[src/rtl/edge_irq_pkg.sv]
package edge_irq_pkg;
  localparam int DATA_W        = 32;
  localparam int ADDR_W        = 4;
  localparam int GPIO_LINES    = 16;
  localparam int LINES_PER_SEL = 4;
  localparam int SEL_FIELD_W   = 8;

  typedef enum logic [ADDR_W-1:0] {
    A_RISE_EN   = 4'd0,
    A_FALL_EN   = 4'd1,
    A_RISE_PEND = 4'd2,
    A_FALL_PEND = 4'd3,
    A_IRQ_MASK  = 4'd4,
    A_EVT_MASK  = 4'd5,
    A_SWTRIG    = 4'd6,
    A_PRIV      = 4'd7,
    A_SEC       = 4'd8,
    A_LOCK      = 4'd9,
    A_PSEL0     = 4'd12,
    A_PSEL1     = 4'd13,
    A_PSEL2     = 4'd14,
    A_PSEL3     = 4'd15
  } reg_addr_e;

  function automatic logic [ADDR_W-1:0] psel_addr(input int line);
    return ADDR_W'(int'(A_PSEL0) + line / LINES_PER_SEL);
  endfunction
endpackage

[src/rtl/eic_line_sync.sv]
module eic_line_sync #(
  parameter int N = 20
) (
  input  logic         clk,
  input  logic         rst_n,
  input  logic [N-1:0] raw,
  output logic [N-1:0] rise,
  output logic [N-1:0] fall
);
  logic [N-1:0] meta_q, sync_q, prev_q;

  always_ff @(posedge clk) begin
    if (!rst_n) begin
      meta_q <= '0;
      sync_q <= '0;
      prev_q <= '0;
    end else begin
      meta_q <= raw;
      sync_q <= meta_q;
      prev_q <= sync_q;
    end
  end

  assign rise = sync_q & ~prev_q;
  assign fall = ~sync_q & prev_q;
endmodule

[src/rtl/eic_port_mux.sv]
module eic_port_mux
  import edge_irq_pkg::*;
#(
  parameter int NUM_PORTS = 3,
  parameter int SEL_W     = 2
) (
  input  logic [NUM_PORTS*GPIO_LINES-1:0] gpio_in,
  input  logic [GPIO_LINES*SEL_W-1:0]     sel_flat,
  output logic [GPIO_LINES-1:0]           line_out
);
  for (genvar g = 0; g < GPIO_LINES; g++) begin : g_line
    logic [SEL_W-1:0] sel;
    assign sel = sel_flat[g*SEL_W +: SEL_W];
    always_comb begin
      line_out[g] = 1'b0;
      for (int p = 0; p < NUM_PORTS; p++) begin
        if (int'(sel) == p) line_out[g] = gpio_in[p*GPIO_LINES + g];
      end
    end
  end
endmodule

[src/rtl/eic_pend.sv]
module eic_pend #(
  parameter int N = 20
) (
  input  logic         clk,
  input  logic         rst_n,
  input  logic [N-1:0] rise_det,
  input  logic [N-1:0] fall_det,
  input  logic [N-1:0] rise_en,
  input  logic [N-1:0] fall_en,
  input  logic [N-1:0] irq_mask,
  input  logic [N-1:0] evt_mask,
  input  logic [N-1:0] sw_set,
  input  logic [N-1:0] clr_rise,
  input  logic [N-1:0] clr_fall,
  output logic [N-1:0] rise_pend,
  output logic [N-1:0] fall_pend,
  output logic [N-1:0] evt_o,
  output logic         irq_o
);
  logic [N-1:0] hit_r, hit_f;

  assign hit_r = rise_det & rise_en;
  assign hit_f = fall_det & fall_en;

  always_ff @(posedge clk) begin
    if (!rst_n) begin
      rise_pend <= '0;
      fall_pend <= '0;
      evt_o     <= '0;
    end else begin
      rise_pend <= (rise_pend & ~clr_rise) | hit_r | sw_set;
      fall_pend <= (fall_pend & ~clr_fall) | hit_f;
      evt_o     <= (hit_r | hit_f) & evt_mask;
    end
  end

  assign irq_o = |((rise_pend | fall_pend) & irq_mask);
endmodule

[src/rtl/eic_cfg.sv]
module eic_cfg
  import edge_irq_pkg::*;
#(
  parameter int N     = 20,
  parameter int SEL_W = 2
) (
  input  logic                        clk,
  input  logic                        rst_n,
  input  logic                        reg_wr,
  input  logic [ADDR_W-1:0]           reg_addr,
  input  logic [DATA_W-1:0]           reg_wdata,
  input  logic                        reg_priv,
  input  logic                        reg_sec,
  input  logic [N-1:0]                rise_pend,
  input  logic [N-1:0]                fall_pend,
  output logic [N-1:0]                rise_en,
  output logic [N-1:0]                fall_en,
  output logic [N-1:0]                irq_mask,
  output logic [N-1:0]                evt_mask,
  output logic [N-1:0]                priv_attr,
  output logic [N-1:0]                sec_attr,
  output logic                        lock_q,
  output logic [N-1:0]                sw_set,
  output logic [N-1:0]                clr_rise,
  output logic [N-1:0]                clr_fall,
  output logic [GPIO_LINES*SEL_W-1:0] sel_flat,
  output logic [DATA_W-1:0]           reg_rdata
);
  logic [N-1:0]     wd, line_ok, sec_ok, priv_ok;
  logic [SEL_W-1:0] sel_q [GPIO_LINES];
  logic             unused_wdata;

  assign wd           = reg_wdata[N-1:0];
  assign unused_wdata = ^reg_wdata;
  assign sec_ok       = ~sec_attr  | {N{reg_sec}};
  assign priv_ok      = ~priv_attr | {N{reg_priv}};
  assign line_ok      = sec_ok & priv_ok;

  function automatic logic [N-1:0] merge(input logic [N-1:0] old_v,
                                         input logic [N-1:0] new_v,
                                         input logic [N-1:0] ok);
    return (old_v & ~ok) | (new_v & ok);
  endfunction

  always_ff @(posedge clk) begin
    if (!rst_n) begin
      rise_en   <= '0;
      fall_en   <= '0;
      irq_mask  <= '0;
      evt_mask  <= '0;
      priv_attr <= '0;
      sec_attr  <= '0;
      lock_q    <= 1'b0;
    end else if (reg_wr) begin
      case (reg_addr)
        A_RISE_EN:  rise_en  <= merge(rise_en, wd, line_ok);
        A_FALL_EN:  fall_en  <= merge(fall_en, wd, line_ok);
        A_IRQ_MASK: irq_mask <= merge(irq_mask, wd, line_ok);
        A_EVT_MASK: evt_mask <= merge(evt_mask, wd, line_ok);
        A_PRIV: if (reg_priv && !lock_q) priv_attr <= merge(priv_attr, wd, sec_ok);
        A_SEC:  if (reg_sec && !lock_q)  sec_attr  <= merge(sec_attr, wd, priv_ok);
        A_LOCK: if (reg_priv && reg_wdata[0]) lock_q <= 1'b1;
        default: ;
      endcase
    end
  end

  always_ff @(posedge clk) begin
    if (!rst_n) begin
      for (int g = 0; g < GPIO_LINES; g++) sel_q[g] <= '0;
    end else begin
      for (int g = 0; g < GPIO_LINES; g++) begin
        if (reg_wr && reg_addr == psel_addr(g) && line_ok[g])
          sel_q[g] <= reg_wdata[SEL_FIELD_W*(g%LINES_PER_SEL) +: SEL_W];
      end
    end
  end

  for (genvar g = 0; g < GPIO_LINES; g++) begin : g_flat
    assign sel_flat[g*SEL_W +: SEL_W] = sel_q[g];
  end

  always_comb begin
    sw_set   = '0;
    clr_rise = '0;
    clr_fall = '0;
    if (reg_wr) begin
      if (reg_addr == A_SWTRIG)    sw_set   = wd & line_ok;
      if (reg_addr == A_RISE_PEND) clr_rise = wd & line_ok;
      if (reg_addr == A_FALL_PEND) clr_fall = wd & line_ok;
    end
  end

  always_comb begin
    reg_rdata = '0;
    case (reg_addr)
      A_RISE_EN:   reg_rdata[N-1:0] = rise_en;
      A_FALL_EN:   reg_rdata[N-1:0] = fall_en;
      A_RISE_PEND: reg_rdata[N-1:0] = rise_pend;
      A_FALL_PEND: reg_rdata[N-1:0] = fall_pend;
      A_IRQ_MASK:  reg_rdata[N-1:0] = irq_mask;
      A_EVT_MASK:  reg_rdata[N-1:0] = evt_mask;
      A_PRIV:      reg_rdata[N-1:0] = priv_attr;
      A_SEC:       reg_rdata[N-1:0] = sec_attr;
      A_LOCK:      reg_rdata[0]     = lock_q;
      A_PSEL0, A_PSEL1, A_PSEL2, A_PSEL3: begin
        for (int g = 0; g < GPIO_LINES; g++) begin
          if (psel_addr(g) == reg_addr)
            reg_rdata[SEL_FIELD_W*(g%LINES_PER_SEL) +: SEL_W] = sel_q[g];
        end
      end
      default: reg_rdata = '0;
    endcase
  end
endmodule

[src/rtl/edge_irq_ctrl.sv]
module edge_irq_ctrl
  import edge_irq_pkg::*;
#(
  parameter int NUM_LINES = 20,
  parameter int NUM_PORTS = 3
) (
  input  logic                            clk,
  input  logic                            rst_n,
  input  logic [NUM_PORTS*GPIO_LINES-1:0] gpio_in,
  input  logic [NUM_LINES-GPIO_LINES-1:0] direct_in,
  input  logic                            reg_wr,
  input  logic [ADDR_W-1:0]               reg_addr,
  input  logic [DATA_W-1:0]               reg_wdata,
  input  logic                            reg_priv,
  input  logic                            reg_sec,
  output logic [DATA_W-1:0]               reg_rdata,
  output logic                            irq_o,
  output logic [NUM_LINES-1:0]            evt_o
);
  localparam int SEL_W = $clog2(NUM_PORTS + 1);

  logic [NUM_LINES-1:0]        raw_lines, rise_det, fall_det;
  logic [NUM_LINES-1:0]        rise_en, fall_en, irq_mask, evt_mask;
  logic [NUM_LINES-1:0]        priv_attr, sec_attr;
  logic [NUM_LINES-1:0]        sw_set, clr_rise, clr_fall;
  logic [NUM_LINES-1:0]        rise_pend, fall_pend;
  logic [GPIO_LINES-1:0]       mux_lines;
  logic [GPIO_LINES*SEL_W-1:0] sel_flat;
  logic                        lock_q;

  eic_port_mux #(.NUM_PORTS(NUM_PORTS), .SEL_W(SEL_W)) u_mux (
    .gpio_in  (gpio_in),
    .sel_flat (sel_flat),
    .line_out (mux_lines)
  );

  assign raw_lines = {direct_in, mux_lines};

  eic_line_sync #(.N(NUM_LINES)) u_sync (
    .clk  (clk),
    .rst_n(rst_n),
    .raw  (raw_lines),
    .rise (rise_det),
    .fall (fall_det)
  );

  eic_cfg #(.N(NUM_LINES), .SEL_W(SEL_W)) u_cfg (
    .clk       (clk),
    .rst_n     (rst_n),
    .reg_wr    (reg_wr),
    .reg_addr  (reg_addr),
    .reg_wdata (reg_wdata),
    .reg_priv  (reg_priv),
    .reg_sec   (reg_sec),
    .rise_pend (rise_pend),
    .fall_pend (fall_pend),
    .rise_en   (rise_en),
    .fall_en   (fall_en),
    .irq_mask  (irq_mask),
    .evt_mask  (evt_mask),
    .priv_attr (priv_attr),
    .sec_attr  (sec_attr),
    .lock_q    (lock_q),
    .sw_set    (sw_set),
    .clr_rise  (clr_rise),
    .clr_fall  (clr_fall),
    .sel_flat  (sel_flat),
    .reg_rdata (reg_rdata)
  );

  eic_pend #(.N(NUM_LINES)) u_pend (
    .clk       (clk),
    .rst_n     (rst_n),
    .rise_det  (rise_det),
    .fall_det  (fall_det),
    .rise_en   (rise_en),
    .fall_en   (fall_en),
    .irq_mask  (irq_mask),
    .evt_mask  (evt_mask),
    .sw_set    (sw_set),
    .clr_rise  (clr_rise),
    .clr_fall  (clr_fall),
    .rise_pend (rise_pend),
    .fall_pend (fall_pend),
    .evt_o     (evt_o),
    .irq_o     (irq_o)
  );
endmodule

[config.mk]
export PLATFORM = sky130hd
export DESIGN_NAME = edge_irq_ctrl
export DESIGN_NICKNAME = d
export VERILOG_FILES = /design/src/rtl/edge_irq_pkg.sv /design/src/rtl/eic_line_sync.sv /design/src/rtl/eic_port_mux.sv /design/src/rtl/eic_pend.sv /design/src/rtl/eic_cfg.sv /design/src/rtl/edge_irq_ctrl.sv
export SDC_FILE = /design/constraint.sdc
export NUM_CORES = 1
export LEC_CHECK = 0
export BUFFER_PORTS_ARGS = -buffer_cell sky130_fd_sc_hd__buf_2
export CORE_MARGIN = 4
export CORE_UTILIZATION = 49
export CTS_BUF_LIST = sky130_fd_sc_hd__clkbuf_16
export DETAILED_ROUTE_END_ITERATION = 7
export PLACE_DENSITY_LB_ADDON = 0.08
export SYNTH_ARGS = -nofsm -noshare
export SYNTH_HDL_FRONTEND = slang
export SYNTH_SLANG_ARGS = --single-unit
[constraint.sdc]
create_clock -name clk -period 3.2 [get_ports clk]
set_input_delay 0.8 -clock clk [delete_from_list [all_inputs] [get_ports clk]]
set_output_delay 0.8 -clock clk [all_outputs]
set_load 0.1 [all_outputs]
==> metrics.yaml <==
floorplan:
  dieWidth_um: 171
  die-area_mm2: 0.0291
  pin_count: 146
  die_y_um: 171
  num_rows: 59
  initial_core_util_pct: 49.7
  placeableCoreArea_mm2: 0.0261
sta:
  final_cycle_utilization_of_the_critical_path_pct: 98.6
  final_critical_path_setup_slack_ns: 0.0463
  fmax_mhz: 317
  report.final.hold_viol_count: 0
  fin_crit_ns: 3.15
  tightest_slew_ns: 0.648
  clock-skew-final_ns: 0.0174
  max_slew_margin_pct: 56.3
  setup_repair_after_global_routing_missed_its_margin: "yes"
  final-setup-viol-count: 0
  drv_slew: 0
route:
  antenna_violating_nets_post_route: 0
  total_via_count_in_the_routed_design: 11400
  drc_errors: 0
  detail_route.first_pass.iterations: 7
  wire_per_inst_um: 22.7
  via_per_inst: 6.13
  drt_wl_total_mm: 42.3
  initialDrtViolationCount: 1425
global_route:
  antenna_found_initial: 2
  grt_pass1_vias: 10900
  grtUsageTotal_pct: 28.5
  first_pass_grt_wire_length_mm: 64.4
  overflow: 0
  grt_start_max_net_pins: 91
synthesis:
  postSynthAreaPerCell_um2: 9.24
  yosys_warnings: 0
  synth.top_cells.by_area: "sky130_fd_sc_hd__dfxtp_1 37%, sky130_fd_sc_hd__mux2i_1 10%, sky130_fd_sc_hd__edfxtp_1 7.4%"
  synth_top_cell_by_area: "sky130_fd_sc_hd__dfxtp_1"
  postSynthRegisterBits: 273
  synth.yosys.seq_area_share_pct: 44.7
  synth_edf_count: 32
  async_reset_ff_share_pct: 0
  synthDominantCellAreaShare_pct: 37.2
  synth.lib_cells_used.distinct: 48
  syn_inst: 1402
  mappedNetlistArea_mm2: 0.0130
  synth_ff_type: "sky130_fd_sc_hd__dfxtp_1"
critical_path:
  critical_path_required_ns: 2.40
  critical_path_arrival_ns: 2.35
  critPathKind: "input pin to output port"
  worst_setup_path_start_kind: "input pin"
  end_kind: "output port"
  timing.critical_path.fanout_max: 15
cts:
  ctsLongestPathBuffers: 3
  htreeDepth: 1
  numCtsBuffers: 31
  clock_insertion_delay_worst_skew_ns: 0.56
  cts_tree: "built"
  cts.clk_slew.worst_paths_ns: 0.05
  cts_num_sinks: 273
  root_buffer: "sky130_fd_sc_hd__clkbuf_16"
cells_and_area:
  layout-drive-gt1-share_pct: 22.2
  design.final.nets: 1602
  layout.cells.most_common: "sky130_fd_sc_hd__dfxtp_1"
  most-common-layout-cells: "241 x sky130_fd_sc_hd__dfxtp_1, 147 x sky130_fd_sc_hd__nor2_1, 133 x sky130_fd_sc_hd__mux2i_1, 104 x sky130_fd_sc_hd__nand4_1, 102 x sky130_fd_sc_hd__buf_2"
  area.growth.synth_to_final_pct: 19.7
  antennaDiodeCount: 0
  layoutNonFillerInstCount: 1864
placed_design:
  io_buffers: 125
  place.gp.congestion: 0.877
  dp.cells: 1809
  place_ws_ns: 0.00892
  dpl.hpwl_mm: 29.2
pwr:
  power_density_mw_per_mm2: 487
  vdd.ir_drop.worst_mv: 0.437
  power_leakage_nw: 6.39
worst_hold_path:
  hold_path.class: "flop to flop"
job:
  maxCapViolCount: 0
status:
  run_status: "complete, no violations"
-- where the power goes --
part           internal (W)  switching, W
clock               0.00181       0.00139
combinational      0.000255      0.000483
sequential          0.00355     0.0000631
-- through the flow --
stage	hold WS (ns)	utilization [%]	area, um^2	TNS [ns]	power, W
floorplan	0.412	-	13200	-1.06	0.00413
global placement	0.414	55.9	14600	0	0.00440
detailed placement	0.419	55.9	14600	0	0.00441
CTS	0.426	59.3	15500	0	0.00759
global route	0.445	59.5	15500	-0.0110	0.00780
finish	0.431	59.5	15500	0	0.00755
-- timing repair --
action / in CTS / in global routing
gates cloned: 0 / 0
pin swaps: 0 / 7
hold buffers: 0 / 0
gates resized for setup: 2 / 7
setup buffers: 0 / 2
endpoints found under the setup margin: 1 / 15
-- worst paths after layout --
kind,slack [ns],cells past startpoint,from,end
setup / recovery,0.05,7,reg_addr[3],reg_rdata[3]
hold / removal,0.43,1,u_sync.meta_q[19],u_sync.sync_q[19]
setup reg to reg,1.51,5,u_cfg.lock_q,flop
hold reg to reg,0.43,1,u_sync.meta_q[19],u_sync.sync_q[19]
-- Yosys cell counts, types with 2 or more instances --
cell and count:
sky130_fd_sc_hd__inv_1 24, sky130_fd_sc_hd__or3_1 2, sky130_fd_sc_hd__a21oi_1 48, sky130_fd_sc_hd__nor3b_2 40
sky130_fd_sc_hd__buf_6 4, sky130_fd_sc_hd__edfxtp_1 32, sky130_fd_sc_hd__o21ai_1 36, sky130_fd_sc_hd__buf_4 14
sky130_fd_sc_hd__nand3_1 41, sky130_fd_sc_hd__nor2_1 148, sky130_fd_sc_hd__nor2b_1 7, sky130_fd_sc_hd__and3_1 4
sky130_fd_sc_hd__dfxtp_1 241, sky130_fd_sc_hd__a221oi_1 8, sky130_fd_sc_hd__mux2i_1 133, sky130_fd_sc_hd__and2_1 48
sky130_fd_sc_hd__nor3_1 25, sky130_fd_sc_hd__clkbuf_1 86, sky130_fd_sc_hd__a22oi_1 40, sky130_fd_sc_hd__buf_1 11
sky130_fd_sc_hd__nand2b_1 42, sky130_fd_sc_hd__nand4_1 104, sky130_fd_sc_hd__nand3b_1 43, sky130_fd_sc_hd__mux4_2 8
sky130_fd_sc_hd__o21ai_0 51, sky130_fd_sc_hd__a31oi_1 36, sky130_fd_sc_hd__a22o_1 9, sky130_fd_sc_hd__mux2_2 6
sky130_fd_sc_hd__a222oi_1 9, sky130_fd_sc_hd__nand2_1 56, sky130_fd_sc_hd__buf_2 28, sky130_fd_sc_hd__nor4b_2 2
-- cells by family after synthesis --
family	count (synthesis)	share of synthesized area [%]
AND/OR/NAND/NOR	570	25.8
flip-flops	273	44.7
AO/OA/AOI/OAI	242	11.5
buffers and inverters	168	5.78
multiplexers	148	12.3
other	1	0.0289
-- metal layers --
layer | up-vias | share of wire [%] | global-route usage (%)
met3 | 84 | 9.6 | 5.71
met2 | 599 | 44 | 43.7
met1 | 5458 | 43 | 40.9
met5 | - | 0.047 | 0
met4 | 2 | 2.9 | 8.33
li1 | 5286 | - | -
-- critical path: stages --
cell and delay (ns):
sky130_fd_sc_hd__clkbuf_4 0.20, sky130_fd_sc_hd__nor2b_2 0.20, sky130_fd_sc_hd__and2_1 0.21, sky130_fd_sc_hd__buf_4 0.20, sky130_fd_sc_hd__a222oi_1 0.38, sky130_fd_sc_hd__nand3_2 0.15, sky130_fd_sc_hd__buf_12 0.20
-- area by class of cell --
type | count | area [um^2]
clock buffer | 31 | 776
clock inverter | 22 | 124
fill | 2322 | 10600
inverter | 25 | 96.3
multi-input combinational | 970 | 6620
sequential | 273 | 5790
tap | 335 | 419
timing repair buffer | 208 | 1680
Note: power is estimated with default switching activity, not from simulation.
